==> config.mk <==
export PLATFORM = sky130hd
export DESIGN_NAME = store_fwd_buffer
export DESIGN_NICKNAME = d
export VERILOG_FILES = /design/src/rtl/sbuf_pkg.sv /design/src/rtl/sbuf_ctrl.sv /design/src/rtl/sbuf_slots.sv /design/src/rtl/store_fwd_buffer.sv
export SDC_FILE = /design/constraint.sdc
export NUM_CORES = 1
export LEC_CHECK = 0
export BUFFER_PORTS_ARGS = -buffer_cell sky130_fd_sc_hd__buf_2
export CAP_MARGIN = 40
export CORE_AREA = 3 3 254 256
export CTS_BUF_LIST = sky130_fd_sc_hd__clkbuf_4 sky130_fd_sc_hd__clkbuf_8 sky130_fd_sc_hd__clkbuf_16
export CTS_CLUSTER_SIZE = 30
export DETAILED_ROUTE_END_ITERATION = 8
export DIE_AREA = 0 0 257 259
export PLACE_DENSITY = 0.75
export REMOVE_ABC_BUFFERS = 1
export SYNTH_ARGS = -nofsm -noshare
export SYNTH_HDL_FRONTEND = slang
export SYNTH_HIERARCHICAL = 1
export SYNTH_SLANG_ARGS = --single-unit
==> constraint.sdc <==
create_clock -name clk -period 40.8 [get_ports clk]
set_input_delay 4.08 -clock clk [delete_from_list [all_inputs] [get_ports clk]]
set_output_delay 4.08 -clock clk [all_outputs]
set_load 0.1 [all_outputs]
==> src/rtl/sbuf_pkg.sv <==
package sbuf_pkg;
  localparam int IDX_W = 8;

  typedef enum logic [1:0] {
    COVER_NONE    = 2'd0,
    COVER_PARTIAL = 2'd1,
    COVER_FULL    = 2'd2
  } cover_e;

  typedef struct packed {
    logic             wrEn;
    logic [IDX_W-1:0] wrIdx;
  } slotStrobe_t;
endpackage

==> src/rtl/sbuf_ctrl.sv <==
module sbuf_ctrl
  import sbuf_pkg::*;
#(
  parameter int SLOTS     = 4,
  parameter int ISSUE_MAX = 2,
  localparam int PTR_W    = $clog2(SLOTS),
  localparam int CNT_W    = $clog2(SLOTS + 1)
) (
  input  logic                            clk,
  input  logic                            rstN,
  input  logic                            insValid,
  input  logic [SLOTS-1:0]                barMask,
  input  logic [ISSUE_MAX-1:0]            memAccept,
  input  logic                            memRetry,
  input  logic                            memRespValid,
  input  logic [PTR_W-1:0]                memRespSlot,
  output slotStrobe_t                     stb,
  output logic [SLOTS-1:0]                occMask,
  output logic [PTR_W-1:0]                head,
  output logic [ISSUE_MAX-1:0][PTR_W-1:0] laneIdx,
  output logic [ISSUE_MAX-1:0]            memReqValid,
  output logic                            canInsert,
  output logic                            drained,
  output logic [CNT_W-1:0]                unissuedCount
);
  logic [PTR_W-1:0] tail, issPtr;
  logic [CNT_W-1:0] count, unissued, adv;
  logic [SLOTS-1:0] done;
  logic             waitRetry, rej, okChain, ins, pop;

  assign canInsert     = count < CNT_W'(SLOTS);
  assign drained       = count == '0;
  assign unissuedCount = unissued;
  assign ins           = insValid && canInsert;
  assign pop           = (count != '0) && done[head] && (unissued < count);

  always_comb begin
    stb       = '0;
    stb.wrEn  = ins;
    stb.wrIdx = IDX_W'(tail);
  end

  always_comb begin
    for (int s = 0; s < SLOTS; s++)
      occMask[s] = CNT_W'(PTR_W'(s) - head) < count;
  end

  // lanes are offered independently of accept; the accepted prefix advances
  always_comb begin
    memReqValid = '0;
    adv         = '0;
    rej         = 1'b0;
    okChain     = 1'b1;
    for (int k = 0; k < ISSUE_MAX; k++) begin
      laneIdx[k] = issPtr + PTR_W'(k);
      if (!waitRetry && (CNT_W'(k) < unissued)) begin
        if (!barMask[laneIdx[k]]) memReqValid[k] = 1'b1;
        if (okChain) begin
          if (barMask[laneIdx[k]] || memAccept[k]) adv = adv + 1'b1;
          else begin
            okChain = 1'b0;
            rej     = 1'b1;
          end
        end
      end else begin
        okChain = 1'b0;
      end
    end
  end

  always_ff @(posedge clk) begin
    if (!rstN) begin
      head      <= '0;
      tail      <= '0;
      issPtr    <= '0;
      count     <= '0;
      unissued  <= '0;
      waitRetry <= 1'b0;
      done      <= '0;
    end else begin
      if (ins) tail <= tail + 1'b1;
      if (pop) head <= head + 1'b1;
      issPtr   <= issPtr + PTR_W'(adv);
      count    <= count + CNT_W'(ins) - CNT_W'(pop);
      unissued <= unissued + CNT_W'(ins) - adv;
      if (waitRetry) begin
        if (memRetry) waitRetry <= 1'b0;
      end else if (rej) begin
        waitRetry <= 1'b1;
      end
      for (int k = 0; k < ISSUE_MAX; k++)
        if ((CNT_W'(k) < adv) && barMask[laneIdx[k]]) done[laneIdx[k]] <= 1'b1;
      if (memRespValid) done[memRespSlot] <= 1'b1;
      if (pop) done[head] <= 1'b0;
    end
  end
endmodule

==> src/rtl/sbuf_slots.sv <==
module sbuf_slots
  import sbuf_pkg::*;
#(
  parameter int SLOTS     = 4,
  parameter int ISSUE_MAX = 2,
  parameter int ADDR_W    = 16,
  parameter int DBYTES    = 8,
  localparam int PTR_W    = $clog2(SLOTS),
  localparam int SIZE_W   = $clog2(DBYTES + 1),
  localparam int DATA_W   = DBYTES * 8
) (
  input  logic                             clk,
  input  slotStrobe_t                      stb,
  input  logic                             insBarrier,
  input  logic [ADDR_W-1:0]                insAddr,
  input  logic [SIZE_W-1:0]                insSize,
  input  logic [DATA_W-1:0]                insData,
  input  logic [SLOTS-1:0]                 occMask,
  input  logic [PTR_W-1:0]                 head,
  input  logic [ISSUE_MAX-1:0][PTR_W-1:0]  laneIdx,
  input  logic [ADDR_W-1:0]                ldAddr,
  input  logic [SIZE_W-1:0]                ldSize,
  output logic [SLOTS-1:0]                 barMask,
  output logic [ISSUE_MAX-1:0][ADDR_W-1:0] laneAddr,
  output logic [ISSUE_MAX-1:0][SIZE_W-1:0] laneSize,
  output logic [ISSUE_MAX-1:0][DATA_W-1:0] laneData,
  output logic [1:0]                       ldCover,
  output logic [PTR_W-1:0]                 ldSlot,
  output logic [DATA_W-1:0]                ldData
);
  logic [ADDR_W-1:0] sAddr [SLOTS];
  logic [SIZE_W-1:0] sSize [SLOTS];
  logic [DATA_W-1:0] sData [SLOTS];
  logic [SLOTS-1:0]  sBar;

  always_ff @(posedge clk) begin
    if (stb.wrEn) begin
      sAddr[stb.wrIdx[PTR_W-1:0]] <= insAddr;
      sSize[stb.wrIdx[PTR_W-1:0]] <= insSize;
      sData[stb.wrIdx[PTR_W-1:0]] <= insData;
      sBar[stb.wrIdx[PTR_W-1:0]]  <= insBarrier;
    end
  end

  assign barMask = sBar;

  generate
    for (genvar k = 0; k < ISSUE_MAX; k++) begin : g_lane
      assign laneAddr[k] = sAddr[laneIdx[k]];
      assign laneSize[k] = sSize[laneIdx[k]];
      assign laneData[k] = sData[laneIdx[k]];
    end
  endgenerate

  logic [ADDR_W:0]  ldEnd, stEnd;
  logic [PTR_W-1:0] idx, hit;
  logic             anyFull, anyPart, isFull, isOvl;

  // walk oldest to youngest so the last full match is the youngest
  always_comb begin
    anyFull = 1'b0;
    anyPart = 1'b0;
    hit     = '0;
    idx     = '0;
    stEnd   = '0;
    isFull  = 1'b0;
    isOvl   = 1'b0;
    ldEnd   = {1'b0, ldAddr} + (ADDR_W+1)'(ldSize);
    for (int k = 0; k < SLOTS; k++) begin
      idx    = head + PTR_W'(k);
      stEnd  = {1'b0, sAddr[idx]} + (ADDR_W+1)'(sSize[idx]);
      isFull = (sAddr[idx] <= ldAddr) && (ldEnd <= stEnd);
      isOvl  = ({1'b0, ldAddr} < stEnd) && ({1'b0, sAddr[idx]} < ldEnd);
      if (occMask[idx] && !sBar[idx]) begin
        if (isFull) begin
          anyFull = 1'b1;
          hit     = idx;
        end else if (isOvl) begin
          anyPart = 1'b1;
        end
      end
    end
  end

  logic [ADDR_W-1:0] offAddr;
  assign offAddr = ldAddr - sAddr[hit];

  always_comb begin
    ldData  = '0;
    ldSlot  = '0;
    ldCover = COVER_NONE;
    if (anyPart) begin
      ldCover = COVER_PARTIAL;
    end else if (anyFull) begin
      ldCover = COVER_FULL;
      ldSlot  = hit;
      for (int i = 0; i < DBYTES; i++)
        if ((i < int'(ldSize)) && (int'(offAddr) + i < DBYTES))
          ldData[i*8 +: 8] = sData[hit][(int'(offAddr) + i)*8 +: 8];
    end
  end
endmodule

==> src/rtl/store_fwd_buffer.sv <==
module store_fwd_buffer
  import sbuf_pkg::*;
#(
  parameter int SLOTS     = 4,
  parameter int ISSUE_MAX = 2,
  parameter int ADDR_W    = 16,
  parameter int DBYTES    = 8,
  localparam int PTR_W    = $clog2(SLOTS),
  localparam int CNT_W    = $clog2(SLOTS + 1),
  localparam int SIZE_W   = $clog2(DBYTES + 1),
  localparam int DATA_W   = DBYTES * 8
) (
  input  logic                        clk,
  input  logic                        rstN,
  input  logic                        insValid,
  input  logic                        insBarrier,
  input  logic [ADDR_W-1:0]           insAddr,
  input  logic [SIZE_W-1:0]           insSize,
  input  logic [DATA_W-1:0]           insData,
  output logic                        canInsert,
  output logic [ISSUE_MAX-1:0]        memReqValid,
  output logic [ISSUE_MAX*PTR_W-1:0]  memReqSlot,
  output logic [ISSUE_MAX*ADDR_W-1:0] memReqAddr,
  output logic [ISSUE_MAX*SIZE_W-1:0] memReqSize,
  output logic [ISSUE_MAX*DATA_W-1:0] memReqData,
  input  logic [ISSUE_MAX-1:0]        memAccept,
  input  logic                        memRetry,
  input  logic                        memRespValid,
  input  logic [PTR_W-1:0]            memRespSlot,
  input  logic [ADDR_W-1:0]           ldAddr,
  input  logic [SIZE_W-1:0]           ldSize,
  output logic [1:0]                  ldCover,
  output logic [PTR_W-1:0]            ldSlot,
  output logic [DATA_W-1:0]           ldData,
  output logic                        drained,
  output logic [CNT_W-1:0]            unissuedCount
);
  slotStrobe_t                      stb;
  logic [SLOTS-1:0]                 occMask, barMask;
  logic [PTR_W-1:0]                 head;
  logic [ISSUE_MAX-1:0][PTR_W-1:0]  laneIdx;
  logic [ISSUE_MAX-1:0][ADDR_W-1:0] laneAddr;
  logic [ISSUE_MAX-1:0][SIZE_W-1:0] laneSize;
  logic [ISSUE_MAX-1:0][DATA_W-1:0] laneData;

  sbuf_ctrl #(.SLOTS(SLOTS), .ISSUE_MAX(ISSUE_MAX)) u_ctrl (
    .clk(clk), .rstN(rstN), .insValid(insValid), .barMask(barMask),
    .memAccept(memAccept), .memRetry(memRetry), .memRespValid(memRespValid),
    .memRespSlot(memRespSlot), .stb(stb), .occMask(occMask), .head(head),
    .laneIdx(laneIdx), .memReqValid(memReqValid), .canInsert(canInsert),
    .drained(drained), .unissuedCount(unissuedCount)
  );

  sbuf_slots #(.SLOTS(SLOTS), .ISSUE_MAX(ISSUE_MAX), .ADDR_W(ADDR_W), .DBYTES(DBYTES)) u_slots (
    .clk(clk), .stb(stb), .insBarrier(insBarrier), .insAddr(insAddr),
    .insSize(insSize), .insData(insData), .occMask(occMask), .head(head),
    .laneIdx(laneIdx), .ldAddr(ldAddr), .ldSize(ldSize), .barMask(barMask),
    .laneAddr(laneAddr), .laneSize(laneSize), .laneData(laneData),
    .ldCover(ldCover), .ldSlot(ldSlot), .ldData(ldData)
  );

  assign memReqSlot = laneIdx;
  assign memReqAddr = laneAddr;
  assign memReqSize = laneSize;
  assign memReqData = laneData;
endmodule

### After elaboration in Yosys (flattened, before gate mapping)

Memories as Yosys holds them, arrays and structs flattened. A register that Yosys moved wholly into a read port is not among the register bits.
Index checks and enable logic that the tools add are counted.

| word-level totals | value |
|---|---|
| bits in registers | 21 |
| bits in writable memories | 336 |
| memories | 3 |

Memory list:

| name | words | bits a word | read ports | clocked after Yosys merged registers in | wr ports | line | text |
|---|---|---|---|---|---|---|---|
| u_slots.sData | 4 | 64 | 3 | 1 | 1 | sbuf_slots.sv:33 | `logic [DATA_W-1:0] sData [SLOTS];` |
| u_slots.sAddr | 4 | 16 | 7 | 2 | 1 | sbuf_slots.sv:31 | `logic [ADDR_W-1:0] sAddr [SLOTS];` |
| u_slots.sSize | 4 | 4 | 6 | 2 | 1 | sbuf_slots.sv:32 | `logic [SIZE_W-1:0] sSize [SLOTS];` |

| cells by class | value |
|---|---|
| shift-type cells | 8 |
| reductions and logical operators | 41 |
| multiplexer cells | 110 |
| add/subtract/negate cells | 28 |
| $lt $le $gt $ge | 55 |
| bitwise operators | 5 |

Operators by type and width:

| operator | number |
|---|---|
| variable part select 64 x 32 -> 8 bit | 7 |
| less-than comparator 32 x 5 -> 1 bit (second input constant) | 7 |
| less-than comparator 16 x 17 -> 1 bit | 8 |
| two-way mux 64 bit | 2 |
| adder 16 x 4 -> 17 bit | 5 |
| adder 16 x 3 -> 17 bit (second input constant) | 4 |
| less-or-equal comparator 17 bit | 4 |
| less-or-equal comparator 16 bit | 4 |
| two-way mux 8 bit | 8 |
| variable part select 64 x 20 -> 8 bit | 1 |
| two-way mux 1 bit | 53 |
| two-way mux 2 bit | 19 |
| adder 16 x 2 -> 17 bit (second input constant) | 2 |
| logical AND 1 bit | 32 |
| two-way mux 4 bit | 7 |
| less-than comparator 2 x 3 -> 1 bit (second input constant) | 8 |
| binary-select mux 1 bit (select 2 bit) | 11 |
| adder 16 x 1 -> 17 bit (second input constant) | 1 |
| less-than comparator 16 x 4 -> 1 bit (second input constant) | 1 |
| less-than comparator 3 x 4 -> 1 bit (first input constant) | 4 |
| subtractor 16 bit | 1 |
| less-than comparator 3 bit | 5 |
| less-than comparator 1 x 3 -> 1 bit (first input constant) | 4 |
| two-way mux 3 bit | 4 |
| other kinds (22) | 45 |

### Longest topological paths before layout

| depth | value |
|---|---|
| word-level depth | 21 |
| depth in mapped cells | 56 |
| mapped depth without buffers | 40 |

### By module

Netlist, hierarchy kept.

Modules (own cells, without submodules):

| module | area each (um^2) | seq. area each (um^2) | cells an instance | instances |
|---|---|---|---|---|
| sbuf_slots | 32804.0 | 10209.8 | 3048 | 1 |
| sbuf_ctrl | 1437.6 | 340.3 | 160 | 1 |

### Worst setup path after synthesis

OpenSTA, ideal clock, no wires.

| timing | value |
|---|---|
| path kind | in2out |
| start | in ldAddr[0] |
| end | out ldData[10] |
| setup slack | 19931 ps |
| arrival | 16789 ps |
| required time | 36720 ps |
| path buffers | 5 |
| stages | 37 |
| cell sequence | ha_1 -> inv_1 -> fa_1 -> nand2b_1 -> a211oi_1 -> nand2_1 -> xnor2_1 -> ha_1 -> a21oi_1 -> o21ai_0 -> a221oi_1 -> o22ai_1 -> or3_1 -> a211oi_2 -> o21a_1 -> buf_2 -> clkbuf_1 -> clkbuf_1 -> buf_1 -> nand2_1 -> a31oi_1 -> ha_1 -> inv_1 -> fa_1 -> a211oi_1 -> o21ai_0 -> and2_1 -> clkbuf_1 -> o311ai_1 -> and3_1 -> and4_1 -> nand3_1 -> nor2b_1 -> nand2_1 -> nor3_1 -> o2111ai_1 -> a2111oi_0 |

| between the ends | value |
|---|---|
| longest elaborated chain between the ends | 19 |

RTL lines:

| what | line | text |
|---|---|---|
| from (decl) | store_fwd_buffer.sv:30 | `input logic [ADDR_W-1:0] ldAddr,` |
| adder 16 x 4 -> 17 bit | sbuf_slots.sv:68 | `ldEnd = {1'b0, ldAddr} + (ADDR_W+1)'(ldSize);` |
| less-or-equal comparator 17 bit | sbuf_slots.sv:72 | `isFull = (sAddr[idx] <= ldAddr) && (ldEnd <= stEnd);` |
| logical AND 1 bit | sbuf_slots.sv:72 |  |
| two-way mux 2 bit | sbuf_slots.sv:75 | `if (isFull) begin` |
| two-way mux 2 bit | sbuf_slots.sv:74 | `if (occMask[idx] && !sBar[idx]) begin` |
| two-way mux 2 bit | sbuf_slots.sv:75 |  |
| two-way mux 2 bit | sbuf_slots.sv:74 |  |
| two-way mux 2 bit | sbuf_slots.sv:75 |  |
| [3 not listed] | -- |  |
| memory (4 x 16 bit) | -- |  |
| subtractor 16 bit | sbuf_slots.sv:86 | `assign offAddr = ldAddr - sAddr[hit];` |
| adder 16 x 1 -> 17 bit | sbuf_slots.sv:98, sbuf_slots.sv:99 |  |
| less-than comparator 32 x 5 -> 1 bit | sbuf_slots.sv:98 | `if ((i < int'(ldSize)) && (int'(offAddr) + i < DBYTES))` |
| logical AND 1 bit | sbuf_slots.sv:98 |  |
| two-way mux 8 bit | sbuf_slots.sv:98 |  |
| two-way mux 64 bit | sbuf_slots.sv:94 | `end else if (anyFull) begin` |
| two-way mux 64 bit * | sbuf_slots.sv:92 | `if (anyPart) begin` |
| to (decl) | store_fwd_buffer.sv:34 | `output logic [DATA_W-1:0] ldData,` |

Every way passes the cells marked *; elsewhere a longest branch is shown, timed or not.

### Worst setup path after layout

| timing | value |
|---|---|
| start | in ldAddr[1] |
| end | out ldData[5] |

| between the ends | value |
|---|---|
| longest elaborated chain between the ends | 18 |

RTL lines:

| what | line |
|---|---|
| adder 16 x 4 -> 17 bit | sbuf_slots.sv:68 |
| less-or-equal comparator 17 bit | sbuf_slots.sv:72 |
| logical AND 1 bit | sbuf_slots.sv:72 |
| two-way mux 2 bit | sbuf_slots.sv:75 |
| two-way mux 2 bit | sbuf_slots.sv:74 |
| two-way mux 2 bit | sbuf_slots.sv:75 |
| two-way mux 2 bit | sbuf_slots.sv:74 |
| two-way mux 2 bit | sbuf_slots.sv:75 |
| [2 not listed] | -- |
| two-way mux 2 bit | sbuf_slots.sv:74 |
| memory (4 x 16 bit) | -- |
| subtractor 16 bit | sbuf_slots.sv:86 |
| less-than comparator 16 x 4 -> 1 bit | sbuf_slots.sv:98 |
| logical AND 1 bit | sbuf_slots.sv:98 |
| two-way mux 8 bit | sbuf_slots.sv:98 |
| two-way mux 64 bit | sbuf_slots.sv:94 |
| two-way mux 64 bit * | sbuf_slots.sv:92 |

Marked as above.

==> results.md <==
- Status: finished, final reports clean
- Max-slew violations: 0
- CTS tree: built
- First-pass DRT Iterations: 7
- CTS max path bufs: 3
- Fin crit share: 0.483
- Clock Sinks: 357
- Num CTS Buffers: 41
- Crit path time final: around 20 ns
- Crit path kind: input port to output port
- Vias post-DR: about 32000
- Largest net degree at the start of global routing: 85
- Grt total ovfl: 0
- Hold Buf Count CTS: 0
- GRT Total Usage: 0.377
- Die area: between 60000 and 70000 um2
- Antenna viol nets, final: 0
- Vias in the first global route: 29700
- Starting DRT DRC Count: slightly above 5000
- Reg2reg setup slack: approximately 37 ns
- Post-cts resize count: 0
- Post-Route WL: between 100000 and 150000 um
- Type of origin of the critical path: input port
- First-pass GRT wire length: 191000 um
- Clk slew on worst S/H paths: 0.06 ns
- TNS Setup: 0 ns
- Initial Util: 0.545
- Post-Syn Instances: 3201
- Max incr delay on CP: 0.81 ns
- Worst min-delay path category: flip-flop to flip-flop
- Syn Area/Cell: roughly 11 um2
- Clk Latency, worst-skew pair: between 0.5 and 0.6 ns
- Unrepaired setup endpoints after global routing: no
- Synth Warn #: 6
- Synth Cell Area: 34200 um2
- I/O pin total: 361
- GPL Wtd Cong: 1.04
- Critical path's slowest cell: a21o_1
- PortBufs: 360
- Hold violation total from the final report: 0
- Setup violations, final: 0
- Die Span Y: 259 um
- Core footprint: 62700 um2
- Synthesis-to-finish area growth: 12.3%
- Placed instance count: roughly 4300
- # fillers: slightly above 5000
- Slew @ Worst Pin: 0.996 ns
- CTS root buf: clkbuf_16
- Fmax: a little over 50 MHz
- Share of post-route cells with drive strength above 1: 0.240
- Capturing element type of the critical path: output port
- Required @ worst endpoint: 36.72 ns
- DIE WIDTH: 257 um
- Initial antenna violation count: 11
- Htree depth: 2
- Slew HR: 0.335
- Clock skew: 0.0131 ns
- CP arrival: 15.63 ns
- Area occupied by multi-input gates: 22500 um2
- Num rows: 92
- Post-route DRC violation count: 0
- Non-Filler Instances: 4355
- Post-DP HPWL: 95500 um
- Setup bufs post-CTS: 0
- Max Cap Viol: 0
- Via/cell ratio: between 7 and 8
- Crit Path Max Fanout: 54
- Storage cell area: 10600 um2
- Post-DR wirelength/cell: around 30 um
- Final nets: 3909
routing by layer:
layer | vias up | track usage | part of all wire
li1 | 13500 | - | -
met4 | 6 | 0.204 | 0.064
met5 | - | 0 | 0.00030
met1 | 15200 | 0.499 | 0.37
met2 | 2466 | 0.595 | 0.46
met3 | 455 | 0.0639 | 0.11
layout make-up:
cell class | instances | share of cell area
Multi-Input combinational cell | 2539 | 0.587
Sequential cell | 357 | 0.275
Timing Repair Buffer | 430 | 0.0643
Clock buffer | 47 | 0.0279
Tap cell | 846 | 0.0276
Inverter | 105 | 0.0104
Clock inverter | 24 | 0.00730
Antenna cell | 7 | 0.000456
final timing paths:
kind | from | end | cells past startpoint
hold / removal | u_ctrl/tail[0] | u_ctrl/tail[0] | 2
setup / recovery | ldAddr[1] | ldData[5] | 34
setup reg to reg | u_ctrl/issPtr[0] | u_ctrl/unissuedCount[2] | 14
hold reg to reg | u_ctrl/tail[0] | u_ctrl/tail[0] | 2
per-stage QoR:
stage	hold WS (ns)	area (um2)	util	setup slack (ns)
detailed placement	0.593	37000	0.590	21.39
finish	0.611	38400	0.612	21.09
CTS	0.610	38400	0.611	21.38
floorplan	0.529	33400	-	12.69
global route	0.673	38400	0.612	20.51
global placement	0.588	36700	0.586	21.62
sequential cells by signal, indices dropped and copies added (netlist names):
register and flops:
u_slots/sSize 16, u_ctrl/head 2, u_ctrl/waitRetry 1, u_ctrl/issPtr 2, u_slots/sAddr 64, u_slots/sData 256
u_ctrl/count 3, u_slots/barMask 4, u_ctrl/tail 2, u_ctrl/done 4, u_ctrl/unissuedCount 3
cells in the final DEF, fill, tap and decap left out, types with 27 or more instances in the layout:
master     count
a221oi_1      56
nand2_1      253
a22oi_1       27
mux2i_1      114
clkbuf_16     41
o21ai_0      137
a211oi_1      32
nand4_1       52
nor2_1       163
inv_1        102
buf_4         58
nand3_1       97
buf_2        362
xor2_1        51
and2_1        29
nor2b_1       35
a31oi_1       41
a21oi_1      193
o221ai_1      39
mux4_2       254
o211ai_1      29
xnor2_1       60
and3_1        34
edfxtp_1     340
ha_1         311
a21o_1        44
nor3_1        67
worst max-delay path, delay by kind of cell:
kind            cells  cell delay [ns]
simple gates       12             2.86
fa+ha+maj           3             0.96
xor+xnor            1             0.68
buf+inv             4             1.38
compound gates     14             5.60
Power is left out: the tool's default activity adds up to more than one toggle a clock period on the data nets, which glitch-free logic cannot reach.
